### src/rtl/mii_pkg.sv
package mii_pkg;
    localparam int REG_W   = 16;
    localparam int ADDR_W  = 5;
    localparam int BYTE_W  = 8;
    localparam int NPAGE   = 2;
    localparam int PG_W    = (NPAGE > 1) ? $clog2(NPAGE) : 1;
    localparam int NGEN    = 8;
    localparam int SLOT_W  = $clog2(NGEN);
    localparam int CNT_W   = 8;

    localparam logic [ADDR_W-1:0] A_CTRL = ADDR_W'(0);
    localparam logic [ADDR_W-1:0] A_STAT = ADDR_W'(1);
    localparam logic [ADDR_W-1:0] A_PAGE = ADDR_W'(22);
    localparam logic [ADDR_W-1:0] A_IDX  = ADDR_W'(29);
    localparam logic [ADDR_W-1:0] A_IDAT = ADDR_W'(30);

    localparam logic [REG_W-1:0] IDX_CNT_EN = REG_W'(16'h0010);
    localparam logic [REG_W-1:0] IDX_CNT_RD = REG_W'(16'h000C);
    localparam logic [7:0]       PAGE_FIBER = 8'h01;

    typedef struct packed {
        logic              hit;
        logic [SLOT_W-1:0] idx;
    } slot_t;

    // Storage slot for the plain paged read/write registers.
    function automatic slot_t gen_slot(input logic [ADDR_W-1:0] a);
        slot_t s;
        s.hit = 1'b1;
        s.idx = '0;
        case (a)
            ADDR_W'(4):  s.idx = SLOT_W'(0);
            ADDR_W'(5):  s.idx = SLOT_W'(1);
            ADDR_W'(6):  s.idx = SLOT_W'(2);
            ADDR_W'(7):  s.idx = SLOT_W'(3);
            ADDR_W'(8):  s.idx = SLOT_W'(4);
            ADDR_W'(17): s.idx = SLOT_W'(5);
            ADDR_W'(18): s.idx = SLOT_W'(6);
            ADDR_W'(19): s.idx = SLOT_W'(7);
            default:     s.hit = 1'b0;
        endcase
        return s;
    endfunction
endpackage

### src/rtl/mii_byte_xfer.sv
module mii_byte_xfer
    import mii_pkg::*;
(
    input  logic              clk,
    input  logic              rst_n,
    input  logic              start_i,
    input  logic [ADDR_W-1:0] addr_i,
    input  logic              wr_vld_i,
    input  logic [BYTE_W-1:0] wr_byte_i,
    input  logic              rd_req_i,
    input  logic [REG_W-1:0]  rd_word_i,
    output logic [ADDR_W-1:0] ptr_o,
    output logic              wr_en_o,
    output logic [REG_W-1:0]  wr_data_o,
    output logic              rd_done_o,
    output logic [BYTE_W-1:0] rd_byte_o
);
    typedef struct packed {
        logic [ADDR_W-1:0] ptr;
        logic              phase;
        logic [BYTE_W-1:0] msb;
        logic [REG_W-1:0]  snap;
        logic [BYTE_W-1:0] rbyte;
    } xfer_t;

    xfer_t state_d, state_q;

    always_comb begin
        state_d = state_q;
        if (start_i) begin
            state_d.ptr   = addr_i;
            state_d.phase = 1'b0;
        end else if (wr_vld_i) begin
            if (!state_q.phase) begin
                state_d.msb   = wr_byte_i;
                state_d.phase = 1'b1;
            end else begin
                state_d.phase = 1'b0;
                state_d.ptr   = state_q.ptr + ADDR_W'(1);
            end
        end else if (rd_req_i) begin
            if (!state_q.phase) begin
                state_d.snap  = rd_word_i;
                state_d.rbyte = rd_word_i[REG_W-1 -: BYTE_W];
                state_d.phase = 1'b1;
            end else begin
                state_d.rbyte = state_q.snap[BYTE_W-1:0];
                state_d.phase = 1'b0;
                state_d.ptr   = state_q.ptr + ADDR_W'(1);
            end
        end
    end

    always_ff @(posedge clk or negedge rst_n) begin
        if (!rst_n) state_q <= '0;
        else        state_q <= state_d;
    end

    assign ptr_o     = state_q.ptr;
    assign wr_en_o   = wr_vld_i & state_q.phase & ~start_i;
    assign wr_data_o = {state_q.msb, wr_byte_i};
    assign rd_done_o = rd_req_i & state_q.phase & ~start_i & ~wr_vld_i;
    assign rd_byte_o = state_q.rbyte;
endmodule

### src/rtl/mii_latch_bit.sv
module mii_latch_bit #(
    parameter bit HOLD_HIGH = 1'b0
) (
    input  logic clk,
    input  logic rst_n,
    input  logic src_i,
    input  logic rearm_i,
    output logic val_o
);
    logic val_d, val_q;

    generate
        if (HOLD_HIGH) begin : g_high
            always_comb val_d = rearm_i ? src_i : (val_q | src_i);
        end else begin : g_low
            always_comb val_d = rearm_i ? src_i : (val_q & src_i);
        end
    endgenerate

    always_ff @(posedge clk or negedge rst_n) begin
        if (!rst_n) val_q <= 1'b0;
        else        val_q <= val_d;
    end

    assign val_o = val_q;
endmodule

### src/rtl/mii_err_ctr.sv
module mii_err_ctr
    import mii_pkg::*;
(
    input  logic             clk,
    input  logic             rst_n,
    input  logic             en_set_i,
    input  logic             en_clr_i,
    input  logic             err_i,
    output logic             en_o,
    output logic [CNT_W-1:0] cnt_o
);
    typedef struct packed {
        logic             en;
        logic [CNT_W-1:0] cnt;
    } ctr_t;

    ctr_t state_d, state_q;

    always_comb begin
        state_d = state_q;
        if (en_clr_i) begin
            state_d.en  = 1'b0;
            state_d.cnt = '0;
        end else if (en_set_i) begin
            state_d.en = 1'b1;
        end else if (state_q.en && err_i && (state_q.cnt != {CNT_W{1'b1}})) begin
            state_d.cnt = state_q.cnt + CNT_W'(1);
        end
    end

    always_ff @(posedge clk or negedge rst_n) begin
        if (!rst_n) state_q <= '0;
        else        state_q <= state_d;
    end

    assign en_o  = state_q.en;
    assign cnt_o = state_q.cnt;
endmodule

### src/rtl/mii_page_regbank.sv
module mii_page_regbank
    import mii_pkg::*;
(
    input  logic              clk,
    input  logic              rst_n,
    input  logic              start_i,
    input  logic [ADDR_W-1:0] addr_i,
    input  logic              wr_vld_i,
    input  logic [BYTE_W-1:0] wr_byte_i,
    input  logic              rd_req_i,
    output logic [BYTE_W-1:0] rd_byte_o,
    input  logic [NPAGE-1:0]  an_done_i,
    input  logic [NPAGE-1:0]  rfault_i,
    input  logic [NPAGE-1:0]  link_i,
    input  logic              crc_err_i,
    output logic [NPAGE-1:0]  loopback_o,
    output logic [NPAGE-1:0]  pwrdn_o,
    output logic [NPAGE-1:0]  sw_rst_o,
    output logic [NPAGE-1:0]  an_restart_o
);
    typedef struct packed {
        logic [NPAGE-1:0]                       lb;
        logic [NPAGE-1:0]                       pd;
        logic [NPAGE-1:0]                       srst;
        logic [NPAGE-1:0]                       anr;
        logic [NPAGE-1:0][NGEN-1:0][REG_W-1:0]  gen;
        logic [7:0]                             page;
        logic [REG_W-1:0]                       idx;
    } bank_t;

    bank_t state_d, state_q;

    logic [ADDR_W-1:0] ptr;
    logic              wr_en;
    logic [REG_W-1:0]  wr_data;
    logic              rd_done;
    logic [REG_W-1:0]  rd_word;
    logic [PG_W-1:0]   sel;
    logic [NPAGE-1:0]  link_lat;
    logic [NPAGE-1:0]  rf_lat;
    logic [NPAGE-1:0]  rearm;
    logic              cnt_set;
    logic              cnt_clr;
    logic              cnt_en;
    logic [CNT_W-1:0]  err_cnt;
    slot_t             slot;

    mii_byte_xfer u_xfer (
        .clk       (clk),
        .rst_n     (rst_n),
        .start_i   (start_i),
        .addr_i    (addr_i),
        .wr_vld_i  (wr_vld_i),
        .wr_byte_i (wr_byte_i),
        .rd_req_i  (rd_req_i),
        .rd_word_i (rd_word),
        .ptr_o     (ptr),
        .wr_en_o   (wr_en),
        .wr_data_o (wr_data),
        .rd_done_o (rd_done),
        .rd_byte_o (rd_byte_o)
    );

    assign sel  = (state_q.page == PAGE_FIBER) ? PG_W'(1) : PG_W'(0);
    assign slot = gen_slot(ptr);

    generate
        for (genvar p = 0; p < NPAGE; p++) begin : g_page
            assign rearm[p] = rd_done && (ptr == A_STAT) && (sel == PG_W'(p));

            mii_latch_bit #(.HOLD_HIGH(1'b0)) u_link (
                .clk     (clk),
                .rst_n   (rst_n),
                .src_i   (link_i[p]),
                .rearm_i (rearm[p]),
                .val_o   (link_lat[p])
            );

            mii_latch_bit #(.HOLD_HIGH(1'b1)) u_rf (
                .clk     (clk),
                .rst_n   (rst_n),
                .src_i   (rfault_i[p]),
                .rearm_i (rearm[p]),
                .val_o   (rf_lat[p])
            );
        end
    endgenerate

    assign cnt_set = wr_en && (ptr == A_IDAT) && (state_q.idx == IDX_CNT_EN) &&  wr_data[0];
    assign cnt_clr = wr_en && (ptr == A_IDAT) && (state_q.idx == IDX_CNT_EN) && !wr_data[0];

    mii_err_ctr u_ctr (
        .clk      (clk),
        .rst_n    (rst_n),
        .en_set_i (cnt_set),
        .en_clr_i (cnt_clr),
        .err_i    (crc_err_i),
        .en_o     (cnt_en),
        .cnt_o    (err_cnt)
    );

    // Next state of the register file.
    always_comb begin
        state_d      = state_q;
        state_d.srst = '0;
        state_d.anr  = '0;
        if (wr_en) begin
            case (ptr)
                A_CTRL: begin
                    state_d.lb[sel]   = wr_data[14];
                    state_d.pd[sel]   = wr_data[11];
                    state_d.srst[sel] = wr_data[15];
                    state_d.anr[sel]  = wr_data[9];
                    if (wr_data[15]) begin
                        state_d.lb[sel] = 1'b0;
                        state_d.pd[sel] = 1'b0;
                    end
                end
                A_PAGE:  state_d.page = wr_data[7:0];
                A_IDX:   state_d.idx  = wr_data;
                default: begin
                    if (slot.hit) state_d.gen[sel][slot.idx] = wr_data;
                end
            endcase
        end
    end

    // Read word at the pointer.
    always_comb begin
        rd_word = '0;
        case (ptr)
            A_CTRL: rd_word = {state_q.srst[sel], state_q.lb[sel], 1'b0, 1'b0,
                               state_q.pd[sel], 1'b0, state_q.anr[sel], 9'b0};
            A_STAT: rd_word = {10'b0, an_done_i[sel], rf_lat[sel], 1'b1,
                               link_lat[sel], 2'b0};
            A_PAGE: rd_word = {8'b0, state_q.page};
            A_IDX:  rd_word = state_q.idx;
            A_IDAT: begin
                if (state_q.idx == IDX_CNT_EN)
                    rd_word = {{(REG_W-1){1'b0}}, cnt_en};
                else if (state_q.idx == IDX_CNT_RD)
                    rd_word = {{(REG_W-CNT_W){1'b0}}, err_cnt};
            end
            default: begin
                if (slot.hit) rd_word = state_q.gen[sel][slot.idx];
            end
        endcase
    end

    always_ff @(posedge clk or negedge rst_n) begin
        if (!rst_n) state_q <= '0;
        else        state_q <= state_d;
    end

    assign loopback_o   = state_q.lb;
    assign pwrdn_o      = state_q.pd;
    assign sw_rst_o     = state_q.srst;
    assign an_restart_o = state_q.anr;
endmodule

### config.mk
export PLATFORM = sky130hd
export DESIGN_NAME = mii_page_regbank
export DESIGN_NICKNAME = d
export VERILOG_FILES = /design/src/rtl/mii_pkg.sv /design/src/rtl/mii_byte_xfer.sv /design/src/rtl/mii_latch_bit.sv /design/src/rtl/mii_err_ctr.sv /design/src/rtl/mii_page_regbank.sv
export SDC_FILE = /design/constraint.sdc
export NUM_CORES = 1
export LEC_CHECK = 0
export BUFFER_PORTS_ARGS = -buffer_cell sky130_fd_sc_hd__buf_2
export CORE_ASPECT_RATIO = 0.6
export CORE_MARGIN = 2
export CORE_UTILIZATION = 50
export DETAILED_ROUTE_END_ITERATION = 12
export PLACE_DENSITY = 0.63
export SETUP_SLACK_MARGIN = 0.1
export SYNTH_ARGS = -nofsm -noshare
export SYNTH_HDL_FRONTEND = slang
export SYNTH_SLANG_ARGS = --single-unit
### constraint.sdc
create_clock -name clk -period 2.8 [get_ports clk]
set_input_delay 0.14 -clock clk [delete_from_list [all_inputs] [get_ports clk]]
set_output_delay 0.14 -clock clk [all_outputs]
set_load 0.03 [all_outputs]
==> results.md, run 1 <==
* Overflow after GRT at 0
* Most instantiated cells after synthesis: dfrtp_1 (331), nand2_1 (220), mux2_2 (207)
* Status: finished, final reports clean
* Startpoint Class: flop
* Yosys warns at 0
* Setup crit end kind: flop
* Largest net degree at the start of global routing at just over 80
* Asr flop ratio synth at 1.000
* CTS sink cnt at around 330
* Non-filler cells, final at between 1.5k and 2k
* Mapped Cells at between 1k and 1.5k
* Num CTS Buffers at 31
* Hpwl dp at 30220 um
* Yosys cell types at 62
* Fin. max-slew vios at 0
* Unrepaired setup endpoints after global routing: false
* Initial antenna violation count at 1
* Hold Path End: u_xfer.ptr_o[0]
* Ys flop type: dfrtp_1
* Worst Path Required at about 3.3 ns
* Via count at around 11k
* Vias in the first global route at between 10k and 15k
* Worst hold slack at 0.04359 ns
* Max frequency at between 300 and 400 MHz
* Cell Area, Synth at 0.01563 mm^2
* Row cnt at 50
* Nets at roughly 1.4k
* Final period util at 0.9388
* Cell depth of the worst flop-to-flop path at 9
* Clk_skew at about 0.02 ns
* Area growth syn-to-layout at 15.44%
* DRC at 0
* First drt pass iteration count at 8
* Post-layout min period at 2.629 ns
* CP Max Fanout at 10
* Most common cell in the synthesized netlist: dfrtp_1
* HP Start: start_i
* Synth area leader: dfrtp_1
* Layout cells sized above 1 at 0.2878
* Die X at 232.2 um
* Least-Margin Pin Slew at 0.8443 ns
* TritonCTS clock tree: yes
* WL per Instance at 24.95 um
* Synth Net Count at 1381
* Sum Neg Setup Slack at 0 ns
* Crit path from: u_xfer.ptr_o[1]
* DR vias/cell at 6.084
* Synth Register Bits at 331
* Antenna Cells at 0
* Sequential share of the synthesized area at 0.5300
* First-pass GRT wire length at 69810 um
* Post-route antenna net violation count at 0
* RR Startpoint: u_xfer.ptr_o[1]
* Die ar. at 0.03273 mm^2
* Worst Hold Path Cells at 2
* Iter 0 DRT Violations at 956
* Clock slew seen by the registers of the worst setup and hold paths at 0.07 ns
* CP arrival at slightly above 3 ns
* Placed Cells incl. Taps at 1774
* IO Pins at 41
* Worst hold path type: input pin to flop
* Peak supply drop at 518.7 uV
* P_leak at ~8.6 nW
* Total track usage at 0.2854
* Register-to-register setup slack at approximately 0.17 ns
* Cell Pwr Density at 620.7 mW/mm^2
* Area fraction of the dominant cell type after synthesis at 0.5300
* Starting density of the core at 0.5047
* DRT Wirelength at 46350 um
* Avg Inst Size Synth at 11.57 um^2
* Tot Pwr at 0.01120 W
* Root Driver: clkbuf_16
* Worst-Skew Late Latency at roughly 0.58 ns
* Setup violations, final at 0
* H-Tree Depth at 1
* Port-buffer cells at 40
* Count of flip-flops with a built-in enable after synthesis at 0
* Max cap viols at 0
* Routability cong. at 0.8780
* Chip height at 140.9 um
* Top cells by area, synth: dfrtp_1 (53%), mux2_2 (15%), mux2_1 (6.6%)
* Final Hold Vio Count at 0
* Core box area at 0.03097 mm^2
* Max clock buf depth at 3
* Slew HR at 0.4351
* Setup CP Type: flop to flop
## cell families (layout without fill, tap and decap cells)
| kind of cell | after synthesis | in the layout | synth area share |
|---|---|---|---|
| simple gates | 433 | 433 | 0.1344 |
| flops | 331 | 331 | 0.5300 |
| mux | 329 | 329 | 0.2346 |
| compound gates | 128 | 128 | 0.05676 |
| buf+inv | 118 | 209 | 0.03627 |
| xor+xnor | 7 | 7 | 0.003923 |
| fa+ha+maj | 5 | 5 | 0.004003 |
## repair_timing
item / 4_1_cts / 5_1_grt
gates resized for setup: 0 / 5
endpoints found under the hold margin: 84 / 0
hold buffers: 22 / 0
setup buffers: 0 / 4
endpoints found under the setup margin: 0 / 171
## final cells by class
type                            count  area, um^2
Clock buffer                       47       905.9
Clock inverter                     10       107.6
Fill cell                        2572       12930
Inverter                           10       37.54
Multi-Input combinational cell    902        6820
Sequential cell                   331        8284
Tap cell                          416       520.5
Timing Repair Buffer              142        1365
## metal layers
layer	vias up	wire, um	global-route usage
met5	-	0	0
met4	0	1007	0.06174
met3	82	4414	0.08050
met2	477	18890	0.3990
met1	5825	22030	0.4384
li1	4920	-	-
## critical path, cell delays in order (launching register included)
cell	delay (ns)
dfrtp_1	0.41
inv_1	0.10
ha_1	0.27
or3_4	0.43
nor3b_1	0.18
a311oi_4	0.33
buf_12	0.19
nand2_2	0.06
buf_4	0.21
mux2_1	0.33
## layout by cell type (no fill, tap or decap), drive strengths merged, types with 3 or more instances in the layout
cell         instances
a221o                3
clkbuf              48
nor4                 4
or3                  7
xnor2                3
and3                 9
o211ai               4
nand4               28
o21a                 3
xor2                 4
mux2i               30
or4b                 3
o22ai                6
a22oi               11
nor2                27
dlygate4sd3         22
nand3               82
o21ai               39
nor2b                4
mux2               299
buf                119
nor3                12
a31oi                7
a311oi               3
nand2              236
clkinv               8
ha                   5
a221oi               5
nor3b                5
a32oi               15
a21boi               3
inv                 10
nand2b               6
a21oi               20
dfrtp              331
## how the worst max path moves through the flow
stage,slack (ns),endpoint
after floorplan,0.26,flop
after detailed placement,0.16,flop
final,0.17,flop
after global routing,0.11,u_xfer.rd_byte_o[7]
after global placement,0.20,flop
after CTS,0.12,flop
## where the power goes
group / internal, W / leakage, nW / total (W) / switching [W]
Clock: 0.00241 / 0.503 / 0.00427 / 0.00186
Sequential: 0.00507 / 4.52 / 0.00544 / 0.000364
Combinational: 0.000578 / 3.62 / 0.00149 / 0.000907
Total: 0.00806 / 8.64 / 0.0112 / 0.00314
## metrics by stage
stage / instance area (um^2) / worst slack, ns / utilization
2_1_floorplan: 15630 / 0.2556 / -
5_1_grt: 18040 / 0.1064 / 0.5826
3_3_place_gp: 16710 / 0.2010 / 0.5397
3_5_place_dp: 16710 / 0.1598 / 0.5397
4_1_cts: 17950 / 0.1229 / 0.5795
6_report: 18040 / 0.1712 / 0.5826
Note: power is estimated with default switching activity, not from simulation.
==> run 2, diff against run 1 <==
- clock period: 2.8 -> 3.4 ns (I/O delays scaled with it)
==> run 2 against run 1 <==
Clock-buffer cell count decreased by 4. Flip-flop and latch count unchanged. Core utilization decreased by 1.4 points. Critical path depth unchanged. Clock power decreased by 6.8%. Clock skew decreased by 0.0083 ns. Design area decreased by 2.5%. Setup slack improved by 0.26 ns. Worst hold slack got worse by 0.024 ns.
==> results.md, run 2 (synthesized netlist as in run 1, its figures left out) <==
* Status: finished, final reports clean
* Slew HR at 0.4377 (+0.002647)
* Non-filler cells, final at 1819 (-2.1%)
* Setup ws final at 0.4310 ns (+0.2598 ns)
* Starting density of the core at 0.5047 (unchanged)
* Final Hold Vio Count at 0 (unchanged)
* Peak supply drop at 382.5 uV (-26%)
* Max frequency at 336.8 MHz (-11%)
* Max cap viols at 0 (unchanged)
* P_leak at 8.414 nW (-2.6%)
* Setup crit end kind: flop
* M1 GR Usage at 0.4485 (+0.01006)
* First drt pass iteration count at 5 (-3)
* DRC at 0 (unchanged)
* Die ar. at 0.03273 mm^2 (unchanged)
* Layout cells sized above 1 at 0.2680 (-0.01980)
* Row cnt at 50 (unchanged)
* Num CTS Buffers at 31 (unchanged)
* Initial antenna violation count at 0 (-1)
* Nets at 1410 (-2.6%)
* First-pass GRT wire length at 69570 um (-0.36%)
* Cts repair resizes at 0 (unchanged)
* FILL cells at 2630 (+2.3%)
* Least-Margin Pin Slew at 0.8303 ns (-0.01398 ns)
* Max clock buf depth at 3 (unchanged)
* Vias in the first global route at 10.88k (-2.8%)
* Commonest non-fill, non-tap cell in the layout: dfrtp_1
* Die X at 232.2 um (unchanged)
* Sum Neg Setup Slack at 0 ns (unchanged)
* CP Max Fanout at 10 (unchanged)
* Setup CP Type: flop to flop
* Net Sw Frac at 0.2667 (-0.01327)
* DRT Wirelength at 45560 um (-1.7%)
* Part of the power in registers at 0.465 (-0.021)
* Startpoint Class: flop
* Area growth syn-to-layout at 12.59%
* Worst-Skew Late Latency at 0.59 ns (about the same)
* Unrepaired setup endpoints after global routing: false
* Cell Pwr Density at 546.1 mW/mm^2 (-12%)
* Antenna Cells at 0 (unchanged)
* CP arrival at 3.43 ns (+0.35 ns)
* Placed Cells incl. Taps at 1743 (-1.7%)
* H-Tree Depth at 1 (unchanged)
* Via count at 11.05k (-2.2%)
* Pre-CTS setup slack at 0.4687 ns (+0.3089 ns)
* Most frequent cells in the layout: dfrtp_1 (331), nand2_1 (219), mux2_2 (207), mux2_1 (92), nand3_1 (82)
* Final period util at 0.8732 (-0.06561)
* Routability cong. at 0.8502 (-3.2%)
* CTS sink cnt at 331 (unchanged)
* IO Pins at 41 (unchanged)
* DR vias/cell at 6.075 (-0.15%)
* Setup violations, final at 0 (unchanged)
* Hpwl dp at 29020 um (-4.0%)
* Gate power share at 0.120 (-0.013)
* Tot Pwr at 0.009610 W (-14%)
* Clk_skew at 0.01128 ns (-0.008258 ns)
* TritonCTS clock tree: yes
* Grt peak-use layer: met1
* Fin. max-slew vios at 0 (unchanged)
* Core box area at 0.03097 mm^2 (unchanged)
* Chip height at 140.9 um (unchanged)
* Grt met3 use at 0.06796 (-0.01254)
* Largest net degree at the start of global routing at 94 (+16%)
* Pint at 0.007047 W (-13%)
* Worst hold path type: input pin to flop
* Overflow after GRT at 0 (unchanged)
* Total track usage at 0.2841 (-0.001249)
* Post-layout min period at 2.969 ns (+0.3402 ns)
* Clock slew seen by the registers of the worst setup and hold paths at 0.06 ns (about the same)
* Worst Path Required at 3.86 ns (+0.60 ns)
* Clock network fraction of design power at 0.414 (+0.032)
* Psw at 0.002563 W (-18%)
* Root Driver: clkbuf_16
* Post-route antenna net violation count at 0 (unchanged)
* WL per Instance at 25.05 um (+0.40%)
* Met2 usage at 0.3914 (-0.007519)
* Port-buffer cells at 40 (unchanged)
* Iter 0 DRT Violations at 909 (-4.9%)
-- run 2: cell count changes in the layout (fill, tap and decap cells not counted), sizes merged --
cell / change
inv: +1
clkbuf: -5
buf: -35
dlygate4sd3: -2
clkinv: -5
bufinv: +7
-- run 2: path summary, 6_finish.rpt --
check | cells past startpoint | slack (ns) | to | from
min | 2 | 0.02 | u_xfer.ptr_o[2] | start_i
min in group asynchronous | 2 | 0.20 | asynchronous set/reset pin | rst_n
min reg2reg | 1 | 0.49 | flop | flop
max in group asynchronous | 3 | 2.18 | g_page[0].u_link.val_o | rst_n
max | 9 | 0.43 | flop | u_xfer.ptr_o[0]
max reg2reg | 9 | 0.43 | flop | u_xfer.ptr_o[0]
-- run 2: worst max-delay path, cell delays in order (launching register included) --
cell and delay (ns):
dfrtp_1 0.42, inv_1 0.09, ha_1 0.28, nor4b_1 0.42, nand2_1 0.15, nor3_4 0.60, buf_4 0.32, nand2_2 0.08
buf_4 0.20, mux2_2 0.29
-- run 2: metal layers --
layer	routed length, um	up-vias
met1	22360	5737
li1	-	4846
met2	18610	394
met3	3549	73
met4	1041	0
met5	0	-
-- run 2: power by group through the flow --
stage | Combinational, W | Clock, W | Sequential, W
2_1_floorplan | 0.000803 | 0 | 0.00436
3_3_place_gp | 0.00110 | 0 | 0.00453
3_5_place_dp | 0.00112 | 0 | 0.00454
4_1_cts | 0.00115 | 0.00403 | 0.00446
5_1_grt | 0.00125 | 0.00420 | 0.00450
6_report | 0.00116 | 0.00398 | 0.00447
-- run 2: per-stage QoR --
stage	area, um^2	hold slack (ns)	util
after floorplan	15630	-0.1256	-
after global placement	16240	0.2344	0.5245
after detailed placement	16240	0.2389	0.5245
after CTS	17600	0.002039	0.5682
after global routing	17600	0.03724	0.5682
final	17600	0.01973	0.5682
-- run 2: area by class of cell --
type	count	area (um^2)	area share
Clock inverter	13	294.0	0.01671
Sequential cell	331	8283	0.4707
Tap cell	416	520.5	0.02958
Timing Repair Buffer	104	790.8	0.04494
Clock buffer	43	860.8	0.04892
Inverter	10	37.54	0.002133
Multi-Input combinational cell	902	6810	0.3870
-- run 2: what timing repair did --
action                                 in CTS  in global routing
buffers inserted                            0                  0
hold buffers                               20                  0
endpoints found under the hold margin      94                  0
==> run 3, diff against run 2 <==
- RECOVER_POWER: default -> 100
==> run 3 against run 2 <==
The run now ends with capacitance limit, slew limit left. Non-clock buffer count unchanged. Critical path depth down 2. Clock skew decreased by 0.0013 ns. Die area unchanged. Critical path type unchanged.
==> results.md, run 3 (synthesized netlist as in run 1, its figures left out) <==
* Cts repair resizes at 0 (unchanged)
* RR Startpoint: state_q[20]
* DR vias/cell at 6.093 (+0.30%)
* H-Tree Depth at 1 (unchanged)
* Fin. max-slew vios at 87 (+87)
* Routability cong. at 0.8502 (unchanged)
* Worst-Skew Late Latency at 0.58 ns (about the same)
* Final Hold Vio Count at 0 (unchanged)
* Startpoint Class: flop
* Slowest cell on crit path: or4b_1
* Vias in the first global route at 10.88k (unchanged)
* Core box area at 0.03097 mm^2 (unchanged)
* Clk_skew at 0.009986 ns (-0.001294 ns)
* First drt pass iteration count at 7 (+2)
* Layout cells sized above 1 at 0.2466 (-0.02138)
* IO Pins at 41 (unchanged)
* CP Max Fanout at 93 (+83)
* Setup violations, final at 0 (unchanged)
* Root Driver: clkbuf_16
* Setup ws final at 0.2612 ns (-0.1698 ns)
* Post-layout min period at 3.139 ns (+0.1698 ns)
* Pre-CTS setup slack at 0.4687 ns (unchanged)
* Slew HR at -0.5734 (-1.011)
* Setup CP Type: flop to flop
* Register-to-register setup slack at 0.26 ns (-0.17 ns)
* Iter 0 DRT Violations at 952 (+4.7%)
* Hpwl dp at 29020 um (unchanged)
* Cell Pwr Density at 548.1 mW/mm^2 (+0.35%)
* Overflow after GRT at 0 (unchanged)
* Port-buffer cells at 40 (unchanged)
* Peak supply drop at 386.8 uV (+1.1%)
* Non-filler cells, final at 1819 (unchanged)
* Worst hold path type: input pin to flop
* Starting density of the core at 0.5047 (unchanged)
* Failing checks: capacitance limit, slew limit
* Crit path from: state_q[20]
* Least-Margin Pin Slew at 2.360 ns (+1.530 ns)
* Row cnt at 50 (unchanged)
* TritonCTS clock tree: yes
* Crit-path leading delay family: simple AND/OR/NAND/NOR gates
* Final period util at 0.9232 (+0.04994)
* Setup crit end kind: flop
* Max clock buf depth at 3 (unchanged)
* Commonest non-fill, non-tap cell in the layout: dfrtp_1
* CP arrival at 3.61 ns (+0.18 ns)
* Max cap viols at 1 (+1)
* WP buf/inv at 2 (-1)
* Sum Neg Setup Slack at 0 ns (unchanged)
* Initial antenna violation count at 0 (unchanged)
* Die X at 232.2 um (unchanged)
* Max stage delay on crit path at 0.63 ns (+0.03 ns)
* Chip height at 140.9 um (unchanged)
* DRC at 0 (unchanged)
* CP Depth at 7 (-2)
* Cell depth of the worst flop-to-flop path at 7 (-2)
* Die ar. at 0.03273 mm^2 (unchanged)
* Max frequency at 318.6 MHz (-5.4%)
* Area growth syn-to-layout at 11.89%
* Clock slew seen by the registers of the worst setup and hold paths at 0.07 ns (about the same)
* Via count at 11.08k (+0.30%)
* Antenna Cells at 0 (unchanged)
* Unrepaired setup endpoints after global routing: false
* Setup bufs post-CTS at 0 (unchanged)
* Worst hold slack at 0.01802 ns (-0.001706 ns)
* Post-DP Area at 0.01624 mm^2 (unchanged)
* Finished layout cell area at 0.01749 mm^2 (-0.63%)
* Num CTS Buffers at 31 (unchanged)
* Nets at 1410 (unchanged)
* Placed Cells incl. Taps at 1743 (unchanged)
* Status: finished with violations
* Total track usage at 0.2841 (unchanged)
* Largest net degree at the start of global routing at 94 (unchanged)
* Post-route antenna net violation count at 0 (unchanged)
* DRT Wirelength at 45500 um (-0.12%)
* Most frequent cells in the layout: dfrtp_1 (331), nand2_1 (225), mux2_2 (207), mux2_1 (92), nand3_1 (82)
* Worst Path Required at 3.87 ns (about the same)
* First-pass GRT wire length at 69570 um (unchanged)
* CTS sink cnt at 331 (unchanged)
* CP Cell Sequence: or4b_1, nor2_1, buf_12, nor2_8, nand2_1, clkbuf_2, mux2_2
* P_leak at 8.314 nW (-1.2%)
* WL per Instance at 25.01 um (-0.12%)
## run 3: cell types whose count changed in the layout (fill, tap and decap cells not counted), sizes merged
| cell | previous run | this run |
|---|---|---|
| clkbuf | 43 | 74 |
| buf | 84 | 53 |
## run 3: what timing repair did
item | CTS | global route
endpoints found under the hold margin | 94 | 0
hold buffers | 20 | 0
endpoints found under the setup margin | 0 | 0
## run 3: stage by stage
stage / total power, W / util
2_1_floorplan: 0.005163 / -
3_3_place_gp: 0.005627 / 0.5245
3_5_place_dp: 0.005653 / 0.5245
4_1_cts: 0.009643 / 0.5682
5_1_grt: 0.009932 / 0.5647
6_report: 0.009584 / 0.5647
## run 3: layout make-up
type                    count  area (um^2)
clock buffers              43        860.8
clock inverters            13        294.0
fillers                  2661        13480
inverters                  10        37.54
multi-input cells         902         6773
flip-flops and latches    331         8283
well taps                 416        520.5
repair buffers            104        718.2
## run 3: power breakdown
| part | internal (W) | leakage (nW) | total [W] | switching, W |
|---|---|---|---|---|
| combinational | 0.000413 | 3.23 | 0.00113 | 0.000719 |
| sequential | 0.00418 | 4.52 | 0.00447 | 0.000292 |
| clock | 0.00244 | 0.564 | 0.00398 | 0.00154 |
## run 3: layer usage
metal / vias up / global-route usage / share of wire
li1: 4841 / - / -
met1: 5710 / 0.4485 / 0.48
met2: 461 / 0.3914 / 0.41
met3: 71 / 0.06796 / 0.091
met4: 0 / 0.06444 / 0.022
met5: - / 0 / 0
## run 3: worst register-to-register path, cell delays in order, from the launching register on
cell,delay (ns)
dfrtp_1,0.41
or4b_1,0.63
nor2_1,0.29
buf_12,0.46
nor2_8,0.14
nand2_1,0.11
clkbuf_2,0.56
mux2_2,0.43
## run 3: worst min-delay path by stage
stage,start,endpoint,cells past startpoint
floorplan,rst_n,asynchronous set/reset pin,0
global placement,rst_n,asynchronous set/reset pin,1
detailed placement,rst_n,asynchronous set/reset pin,1
CTS,start_i,u_xfer.ptr_o[2],2
global route,start_i,u_xfer.ptr_o[2],2
finish,start_i,u_xfer.ptr_o[2],2
